`src/rtl/alu8_pkg.sv`:
```
package alu8_pkg;
  localparam int OPW = 4;

  typedef enum logic [OPW-1:0] {
    OP_ADD  = 4'd0,
    OP_ADDC = 4'd1,
    OP_SUB  = 4'd2,
    OP_SUBC = 4'd3,
    OP_CMP  = 4'd4,
    OP_CMPC = 4'd5,
    OP_AND  = 4'd6,
    OP_OR   = 4'd7,
    OP_XOR  = 4'd8,
    OP_INV  = 4'd9,
    OP_NEG  = 4'd10,
    OP_INC  = 4'd11,
    OP_DEC  = 4'd12,
    OP_CLRB = 4'd13,
    OP_SETB = 4'd14,
    OP_NOP  = 4'd15
  } alu_op_e;

  localparam int FL_C   = 0;
  localparam int FL_Z   = 1;
  localparam int FL_N   = 2;
  localparam int FL_V   = 3;
  localparam int FL_S   = 4;
  localparam int FL_H   = 5;
  localparam int NFLAGS = 6;

  typedef struct packed {
    logic h;
    logic s;
    logic v;
    logic n;
    logic z;
    logic c;
  } flags_t;

  localparam logic [NFLAGS-1:0] WE_ALL   = 6'b111111;
  localparam logic [NFLAGS-1:0] WE_ZNVS  = 6'b011110;
  localparam logic [NFLAGS-1:0] WE_CZNVS = 6'b011111;
  localparam logic [NFLAGS-1:0] WE_NONE  = 6'b000000;
endpackage

```
`src/rtl/alu8_addsub.sv`:
```
module alu8_addsub #(
  parameter int W = 8
) (
  input  logic [W-1:0] a_i,
  input  logic [W-1:0] b_i,
  input  logic         sub_i,
  input  logic         use_carry_i,
  input  logic         carry_i,
  output logic [W-1:0] sum_o,
  output logic         c_o,
  output logic         h_o,
  output logic         v_o
);
  localparam int HB = W / 2;

  logic [W-1:0] bx;
  logic         cin;
  logic [W:0]   full;
  logic [HB:0]  half;

  always_comb begin
    bx   = sub_i ? ~b_i : b_i;
    cin  = use_carry_i ? (sub_i ^ carry_i) : sub_i;
    full = {1'b0, a_i} + {1'b0, bx} + {{W{1'b0}}, cin};
    half = {1'b0, a_i[HB-1:0]} + {1'b0, bx[HB-1:0]} + {{HB{1'b0}}, cin};
    sum_o = full[W-1:0];
    c_o   = full[W] ^ sub_i;
    h_o   = half[HB] ^ sub_i;
    v_o   = (a_i[W-1] == bx[W-1]) && (full[W-1] != a_i[W-1]);
  end

  always_comb begin
    if (sub_i && !use_carry_i)
      assert_borrow_R2: assert (c_o == (a_i < b_i))
        else $error("borrow mismatch");
    if (!sub_i && !use_carry_i)
      assert_add_carry_R1: assert (c_o == ({1'b0, a_i} + {1'b0, b_i} > (2**W) - 1))
        else $error("carry mismatch");
  end
endmodule

```
`src/rtl/alu8_unary_logic.sv`:
```
module alu8_unary_logic
  import alu8_pkg::*;
#(
  parameter int W = 8
) (
  input  alu_op_e      op_i,
  input  logic [W-1:0] a_i,
  input  logic [W-1:0] b_i,
  output logic [W-1:0] res_o,
  output logic         v_o
);
  localparam logic [W-1:0] ONE  = {{(W-1){1'b0}}, 1'b1};
  localparam logic [W-1:0] SMIN = {1'b1, {(W-1){1'b0}}};
  localparam logic [W-1:0] SMAX = {1'b0, {(W-1){1'b1}}};

  always_comb begin
    res_o = '0;
    v_o   = 1'b0;
    unique case (op_i)
      OP_AND:  res_o = a_i & b_i;
      OP_OR:   res_o = a_i | b_i;
      OP_SETB: res_o = a_i | b_i;
      OP_XOR:  res_o = a_i ^ b_i;
      OP_CLRB: res_o = a_i & ~b_i;
      OP_INV:  res_o = ~a_i;
      OP_INC: begin
        res_o = a_i + ONE;
        v_o   = (res_o == SMIN);
      end
      OP_DEC: begin
        res_o = a_i - ONE;
        v_o   = (res_o == SMAX);
      end
      default: res_o = '0;
    endcase
  end

  always_comb begin
    if (op_i == OP_INV)
      assert_inv_value_R6: assert ((res_o ^ a_i) == {W{1'b1}})
        else $error("complement mismatch");
  end
endmodule

```
`src/rtl/alu8_core.sv`:
```
module alu8_core
  import alu8_pkg::*;
#(
  parameter int W = 8
) (
  input  logic [OPW-1:0]    op_i,
  input  logic [W-1:0]      a_i,
  input  logic [W-1:0]      b_i,
  input  logic              carry_i,
  input  logic              zero_i,
  output logic [W-1:0]      result_o,
  output logic              result_we_o,
  output logic [NFLAGS-1:0] flags_o,
  output logic [NFLAGS-1:0] flags_we_o
);
  alu_op_e op;
  logic is_arith, is_sub, use_c, chain, is_neg;
  logic [W-1:0] add_a, add_b, sum, lres, res;
  logic ac, ah, av, lv;
  flags_t fl;

  assign op = alu_op_e'(op_i);

  always_comb begin
    is_neg   = (op == OP_NEG);
    is_arith = (op inside {OP_ADD, OP_ADDC, OP_SUB, OP_SUBC, OP_CMP, OP_CMPC, OP_NEG});
    is_sub   = (op inside {OP_SUB, OP_SUBC, OP_CMP, OP_CMPC, OP_NEG});
    use_c    = (op inside {OP_ADDC, OP_SUBC, OP_CMPC});
    chain    = (op inside {OP_SUBC, OP_CMPC});
    add_a    = is_neg ? '0 : a_i;
    add_b    = is_neg ? a_i : b_i;
  end

  alu8_addsub #(.W(W)) u_addsub (
    .a_i(add_a), .b_i(add_b), .sub_i(is_sub), .use_carry_i(use_c),
    .carry_i(carry_i), .sum_o(sum), .c_o(ac), .h_o(ah), .v_o(av)
  );

  alu8_unary_logic #(.W(W)) u_logic (
    .op_i(op), .a_i(a_i), .b_i(b_i), .res_o(lres), .v_o(lv)
  );

  always_comb begin
    res  = is_arith ? sum : lres;
    fl   = '0;
    fl.n = res[W-1];
    fl.z = (res == '0) && (chain ? zero_i : 1'b1);
    fl.v = is_arith ? av : lv;
    fl.c = is_arith ? ac : (op == OP_INV);
    fl.h = is_arith ? ah : 1'b0;
    fl.s = fl.n ^ fl.v;
    unique case (op)
      OP_ADD, OP_ADDC, OP_SUB, OP_SUBC, OP_CMP, OP_CMPC, OP_NEG: flags_we_o = WE_ALL;
      OP_AND, OP_OR, OP_XOR, OP_CLRB, OP_SETB, OP_INC, OP_DEC:   flags_we_o = WE_ZNVS;
      OP_INV:  flags_we_o = WE_CZNVS;
      default: flags_we_o = WE_NONE;
    endcase
    result_o    = res;
    flags_o     = fl;
    result_we_o = !(op inside {OP_CMP, OP_CMPC, OP_NOP});
  end

  always_comb begin
    if (op_i == 4'd4 || op_i == 4'd5)
      assert_cmp_no_write_R8: assert (!result_we_o) else $error("compare wrote result");
    if (op_i == 4'd3 || op_i == 4'd5)
      if (!zero_i)
        assert_zero_chain_R3: assert (!flags_o[FL_Z]) else $error("Z set in chain");
    if (op_i inside {4'd6, 4'd7, 4'd8, 4'd13, 4'd14})
      assert_logic_flags_R4: assert (!flags_o[FL_V] && !flags_we_o[FL_C] && !flags_we_o[FL_H])
        else $error("logic flag rule");
    if (op_i == 4'd11 || op_i == 4'd12)
      assert_keep_carry_R9: assert (!flags_we_o[FL_C]) else $error("inc/dec wrote C");
    if (result_we_o && flags_we_o[FL_N])
      assert_sign_bit_R10: assert (flags_o[FL_N] == result_o[W-1]) else $error("N mismatch");
    if (op_i == 4'd9)
      assert_inv_carry_R6: assert (flags_o[FL_C] && flags_we_o[FL_C] && !flags_o[FL_V])
        else $error("complement flags");
    if (op_i == 4'd15)
      assert_reserved_R11: assert (!result_we_o && flags_we_o == '0) else $error("reserved wrote");
  end
endmodule

```
`config.mk`:
```
export PLATFORM = sky130hd
export DESIGN_NAME = alu8_core
export DESIGN_NICKNAME = d
export VERILOG_FILES = /design/src/rtl/alu8_pkg.sv /design/src/rtl/alu8_addsub.sv /design/src/rtl/alu8_unary_logic.sv /design/src/rtl/alu8_core.sv
export SDC_FILE = /design/constraint.sdc
export NUM_CORES = 1
export LEC_CHECK = 0
export ABC_AREA = 1
export BUFFER_PORTS_ARGS = -buffer_cell sky130_fd_sc_hd__buf_2
export CAP_MARGIN = 20
export CORE_MARGIN = 5
export CORE_UTILIZATION = 60
export DETAILED_ROUTE_END_ITERATION = 12
export PLACE_DENSITY = 0.86
export SYNTH_ARGS = -nofsm -noshare
export SYNTH_HDL_FRONTEND = slang
export SYNTH_HIERARCHICAL = 1
export SYNTH_SLANG_ARGS = --single-unit
```
`constraint.sdc`:
```
create_clock -name vclk -period 5.7
set_input_delay 1.14 -clock vclk [all_inputs]
set_output_delay 1.14 -clock vclk [all_outputs]
set_load 0.01 [all_outputs]
```
After elaboration in Yosys (flattened, before gate mapping):

Memory sizes are Yosys's and may differ from the RTL's.
Cells that the tools add are included.

* equality and inequality tests: 19
* divide/modulo/power cells: 0
* $lt $le $gt $ge: 0
* $mul: 0
* shifts and indexed selects: 0
* mux-type cells: 11
* reductions and logical operators: 11
* bitwise logic cells: 11
* $add $sub $neg: 6

Operator list (number)
* $pmux W8 S7: 1
* $eq A4 B4 Y1 const B: 8
* $mux W8: 4
* $not A8 Y8: 3
* $and A8 B8 Y8: 2
* $eq A4 B3 Y1 const B: 4
* $add A8 B8 Y9: 1
* $add A9 B1 Y9: 1
* $add A8 B1 Y8 const B: 1
* $eq A4 B2 Y1 const B: 2
* $eq A8 B7 Y1 const B: 1
* $eq A8 B8 Y1 const B: 1
* $logic_not A8 Y1: 1
* $or A8 B8 Y8: 1
* $sub A8 B1 Y8 const B: 1
* $xor A8 B8 Y8: 1
* $reduce_bool A7 Y1: 1
* $reduce_bool A3 Y1: 2
* $add A4 B4 Y5: 1
* $add A5 B1 Y5: 1
* $mux W1: 5
* $reduce_bool A5 Y1: 1
* $eq A4 B1 Y1 const B: 1
* $logic_not A4 Y1: 1
* 8 further kinds: 12

* memories: 1
* logic and storage cells: 59
* ROM bits: 96
* flip-flop bits (word level): 0
* bits in latches: 0
* input bits: 22
* output and inout port bits: 21
* bits in writable memories: 0

Memory list
* (no name shown): words 16, bits a word 6, read ports 1, clocked after Yosys merged registers in 0, wr ports 0, RTL line alu8_core.sv:52 `unique case (op)`

Depth between registers and ports, before layout:

* depth after elaboration: 10
* gate-level depth with buffers: 22
* mapped depth without buffers: 22

Hierarchy:

The synthesis kept the hierarchy.

By module, submodules not included
* alu8_unary_logic: cells an instance 207, times used 1, area each 1067.3 sq um, seq. area each 0.0 sq um
* alu8_core: cells an instance 103, times used 1, area each 621.8 sq um, seq. area each 0.0 sq um
* alu8_addsub: cells an instance 82, times used 1, area each 510.5 sq um, seq. area each 0.0 sq um

Worst setup path after synthesis:

OpenSTA, ideal clock, no wires.

* kind: input to output
* start: input op_i[0]
* end: output flags_o[1]
* path slack: 0.424 ns
* required time: 4.560 ns
* stages: 20
* data arrival time: 4.136 ns
* path buffers: 3
* cell sequence: inv_1 > ha_1 > nand3_4 > buf_2 > buf_2 > nand3_1 > buf_4 > xnor2_1 > fa_1 > fa_1 > nand3b_1 > a21oi_1 > nor2_1 > nand2_1 > nand2_1 > inv_1 > nand2_2 > o21ai_1 > nand3_1 > nor2_1

* elaborated cells between the ends (all ways): 33
* those cells by class: 2 x add/sub; 14 x eq/ne; 7 x mux; 2 x bitwise; 8 x reduce/logical

RTL lines
* start, declared: RTL line alu8_core.sv:6 `input logic [OPW-1:0] op_i,`
* $eq A4 B2 Y1, or another cell as far along: RTL line alu8_core.sv:27 `is_sub = (op inside {OP_SUB, OP_SUBC, OP_CMP, OP_CMPC, OP_NEG});`
* $reduce_bool A5 Y1 *: RTL line alu8_core.sv:27
* via is_sub: RTL line alu8_core.sv:17 `logic is_arith, is_sub, use_c, chain, is_neg;`
* $mux W8 / $xor A1 B1 Y1 (equally long branches): RTL line alu8_addsub.sv:22, alu8_addsub.sv:23
* $add A8 B8 Y9 / $mux W1 (equally long branches): RTL line alu8_addsub.sv:24, alu8_addsub.sv:23
* $add A9 B1 Y9 *: RTL line alu8_addsub.sv:24 `full = {1'b0, a_i} + {1'b0, bx} + {{W{1'b0}}, cin};`
* via sum[6]: RTL line alu8_core.sv:18 `logic [W-1:0] add_a, add_b, sum, lres, res;`
* $mux W8 *: RTL line alu8_core.sv:44 `res = is_arith ? sum : lres;`
* $logic_not A8 Y1 *: RTL line alu8_core.sv:47 `fl.z = (res == '0) && (chain ? zero_i : 1'b1);`
* $logic_and A1 B1 Y1 *: RTL line alu8_core.sv:47
* end, declared: RTL line alu8_core.sv:13 `output logic [NFLAGS-1:0] flags_o,`

Mark *: on every way through the listed nets, which the timed path passes. The rest lies on a longest branch.

Worst setup path in the final report:

* start: input op_i[1]
* end: output flags_o[1]

Same word-level chain as after synthesis.

==> summary.md <==
| Metric | Value |
|---|---|
| Syn. warnings | 6 |
| Crit-path max cell delay | 0.42 ns |
| Highest Clock Rate | 186 MHz |
| Synth top area share | 19.1% |
| Die height | around 71 µm |
| Hold WC Path Type | in2out |
| Sw Ratio | 62.0% |
| Die span in x | slightly above 70 µm |
| Initial antenna violation count | 0 |
| Fraction of the cycle the final worst path needs | 94.1% |
| Final #Nets | 478 |
| First-pass GRT wire length | 9910 µm |
| Routed Antenna Nets | 0 |
| Most common library cell in the layout ignoring fill and taps | nand2_1 |
| Syn_nets | 440 |
| Layout cells sized above 1 | between 20% and 30% |
| Distinct cell type count after synthesis | 35 |
| Max Cap Viol | 0 |
| VDD IR max | approximately 76 µV |
| Post-Synth Simple-Gate Area | between 40% and 50% |
| Largest net degree at the start of global routing | 20 |
| Pint | between 0.1 and 0.15 mW |
| GRT Total Usage | a little under a quarter |
| Area post-placement | 2420 µm² |
| Slowest library cell on the worst path | fa_1 |
| Worst-path fanout max | 10 |
| Full die area | 4980 µm² |
| Final Hold Fails | 0 |
| Worst Path Arrival | 4.22 ns |
| Layout Cells excl Fill | 476 |
| Comb power frac | 100.0% |
| Detailed Route WL | between 5000 and 6000 µm |
| Critical path required time | about 4.6 ns |
| Max_slew headroom | 72.6% |
| Register area | 0 µm² |
| Port Buffers | 43 |
| 1st-iter DRT viols | 159 |
| Inst Count DP | around 480 |
| # hold bufs at CTS | 0 |
| Pre-CTS setup slack | 0.0418 ns |
| Vias per cell | roughly 5.2 |
| Vias in the first global route | 2325 |
| Rows | 22 |
| Most frequent cells in the layout | nand2_1, inv_1, nor2_1, buf_2, nand3_1 |
| Syn_area_per_cell | about 5.6 µm² |
| XOR/XNOR Fraction of Synth Area | approximately a tenth |
| Starting Density | just over 60% |
| DR vias | 2483 |
| Post-DP HPWL | 4800 µm |
| Cell type with the highest aggregate area in the netlist | nand2_1 |
| Compound-gate portion of the synthesized area | 9.16% |
| Core Area | 3610 µm² |
| Clkbuf count | 0 |
| CP most frequent cell | inv_1 |
| Area share of fa/ha/maj cells after synthesis | between 15 and 20% |
| Placer Congestion | 1.00 |
| Worst hold margin | ~2.7 ns |
| DRT Pass-1 Iters | 4 |
| Finished Cell Area | 2450 µm² |
| Total power | 0.278 mW |
| Final setup viols | 0 |
| Switch Pwr | 0.172 mW |
| Ports | 43 |
| Setup Crit Path Kind | in2out |
| Status | finished, final reports clean |
| Cell breakdown of the critical path | clkbuf_4 > inv_1 > ha_1 > inv_1 > nand2_1 > nand2_4 > nand3_4 > inv_1 > xor2_1 > inv_1 > fa_2 > fa_1 > nand3b_1 > a21oi_2 > nor2_1 > nand2_1 > nand2_1 > inv_1 > nand2_2 > o21ai_1 > nand3_1 > nor2_1 > buf_2 |
| DRC viols | 0 |
| FFs & Latches | 0 |
| Top post-synthesis cells by area | nand2_1, ha_1, inv_1 |
| Post-Route Setup TNS | 0 ns |
| Crit path time final | 5.36 ns |
| Antenna cells | 0 |
| Final Slew Violations | 0 |
| Worst setup SP type | primary input |
| Final Core Density | 67.8% |
| Cell Area, Synth | 2200 µm² |
| Post-Syn Instances | 392 |
| Congestion Overflow GR | 0 |
| Seq pwr share | 0% |
| Clk pwr share | 0% |
| Least-Margin Pin Slew | 0.408 ns |
| Leakage | 1.44 nW |
| PD cells | 114 nW/µm² |
| PnR worst setup slack | 0.337 ns |
| Mux contribution to synthesized area | roughly 4.1% |
| P&R area growth vs syn | 11.2% |
| Wire per inst | 12.1 µm |
| Critical path capture point type | output port |
| Largest family of logic cells by synthesized area | simple AND/OR/NAND/NOR gates |
| Sequential area share after synthesis | 0% |
## synthesized netlist by cell type, types with 2 or more instances
cell type  instances
o21bai_1           3
nand3_1           28
nand2_1          112
mux2_2             8
nand3_2            2
nand3_4            2
a22oi_1            2
o21ai_0            7
nor2_2             5
ha_1              24
xnor2_1            6
buf_4              5
nor2_4             2
nand2_2            8
o21ai_4            2
nand4_1           10
inv_1             67
o21ai_1            5
fa_1               2
nor2_1            43
buf_2              4
a21oi_1            8
nand2_4            3
inv_2              6
xor2_1            18
## kinds of logic (layout without fill, tap and decap cells)
kind of cell	Yosys count	in the layout
fa+ha+maj	26	26
simple gates	219	219
buf+inv	84	120
compound gates	31	31
mux	8	8
xor+xnor	24	24
## layout make-up
type | count | area, µm²
Fill cell | 368 | 1160
Timing Repair Buffer | 46 | 240
Multi-Input combinational cell | 308 | 1870
Tap cell | 48 | 60.1
Inverter | 74 | 279
## final timing paths
check | from | end | slack (ns) | depth (start not counted)
setup / recovery | op_i[1] | flags_o[1] | 0.34 | 23
hold / removal | op_i[2] | result_we_o | 2.72 | 3
## power groups by stage
stage                     registers, mW  clock network (mW)  logic (mW)
after floorplan                       0                   0       0.200
after global placement                0                   0       0.265
after detailed placement              0                   0       0.272
after CTS                             0                   0       0.273
after global routing                  0                   0       0.314
final                                 0                   0       0.278
## per-layer routing
layer	up-vias	wire length, µm	GRT usage, %	share of wire, %
li1	1292	-	-	-
met1	1102	2560	30.8	44
met2	79	2730	40.0	47
met3	10	381	1.70	6.6
met4	0	91	4.38	1.6
met5	-	0	0	0
## worst max-delay path, delay by kind of cell
family          cells  cell delay (ns)
xor+xnor            1             0.14
simple gates       10             0.93
buf+inv             7             0.76
compound gates      2             0.29
fa+ha+maj           3             0.98
## timing repair
| item | CTS | global route |
|---|---|---|
| endpoints found under the setup margin | 0 | 5 |
| buffers inserted | 0 | 1 |
| resized for setup | 0 | 6 |
| hold endpoints to repair | 0 | 0 |
No activity file was read; power rests on OpenSTA's default activity.
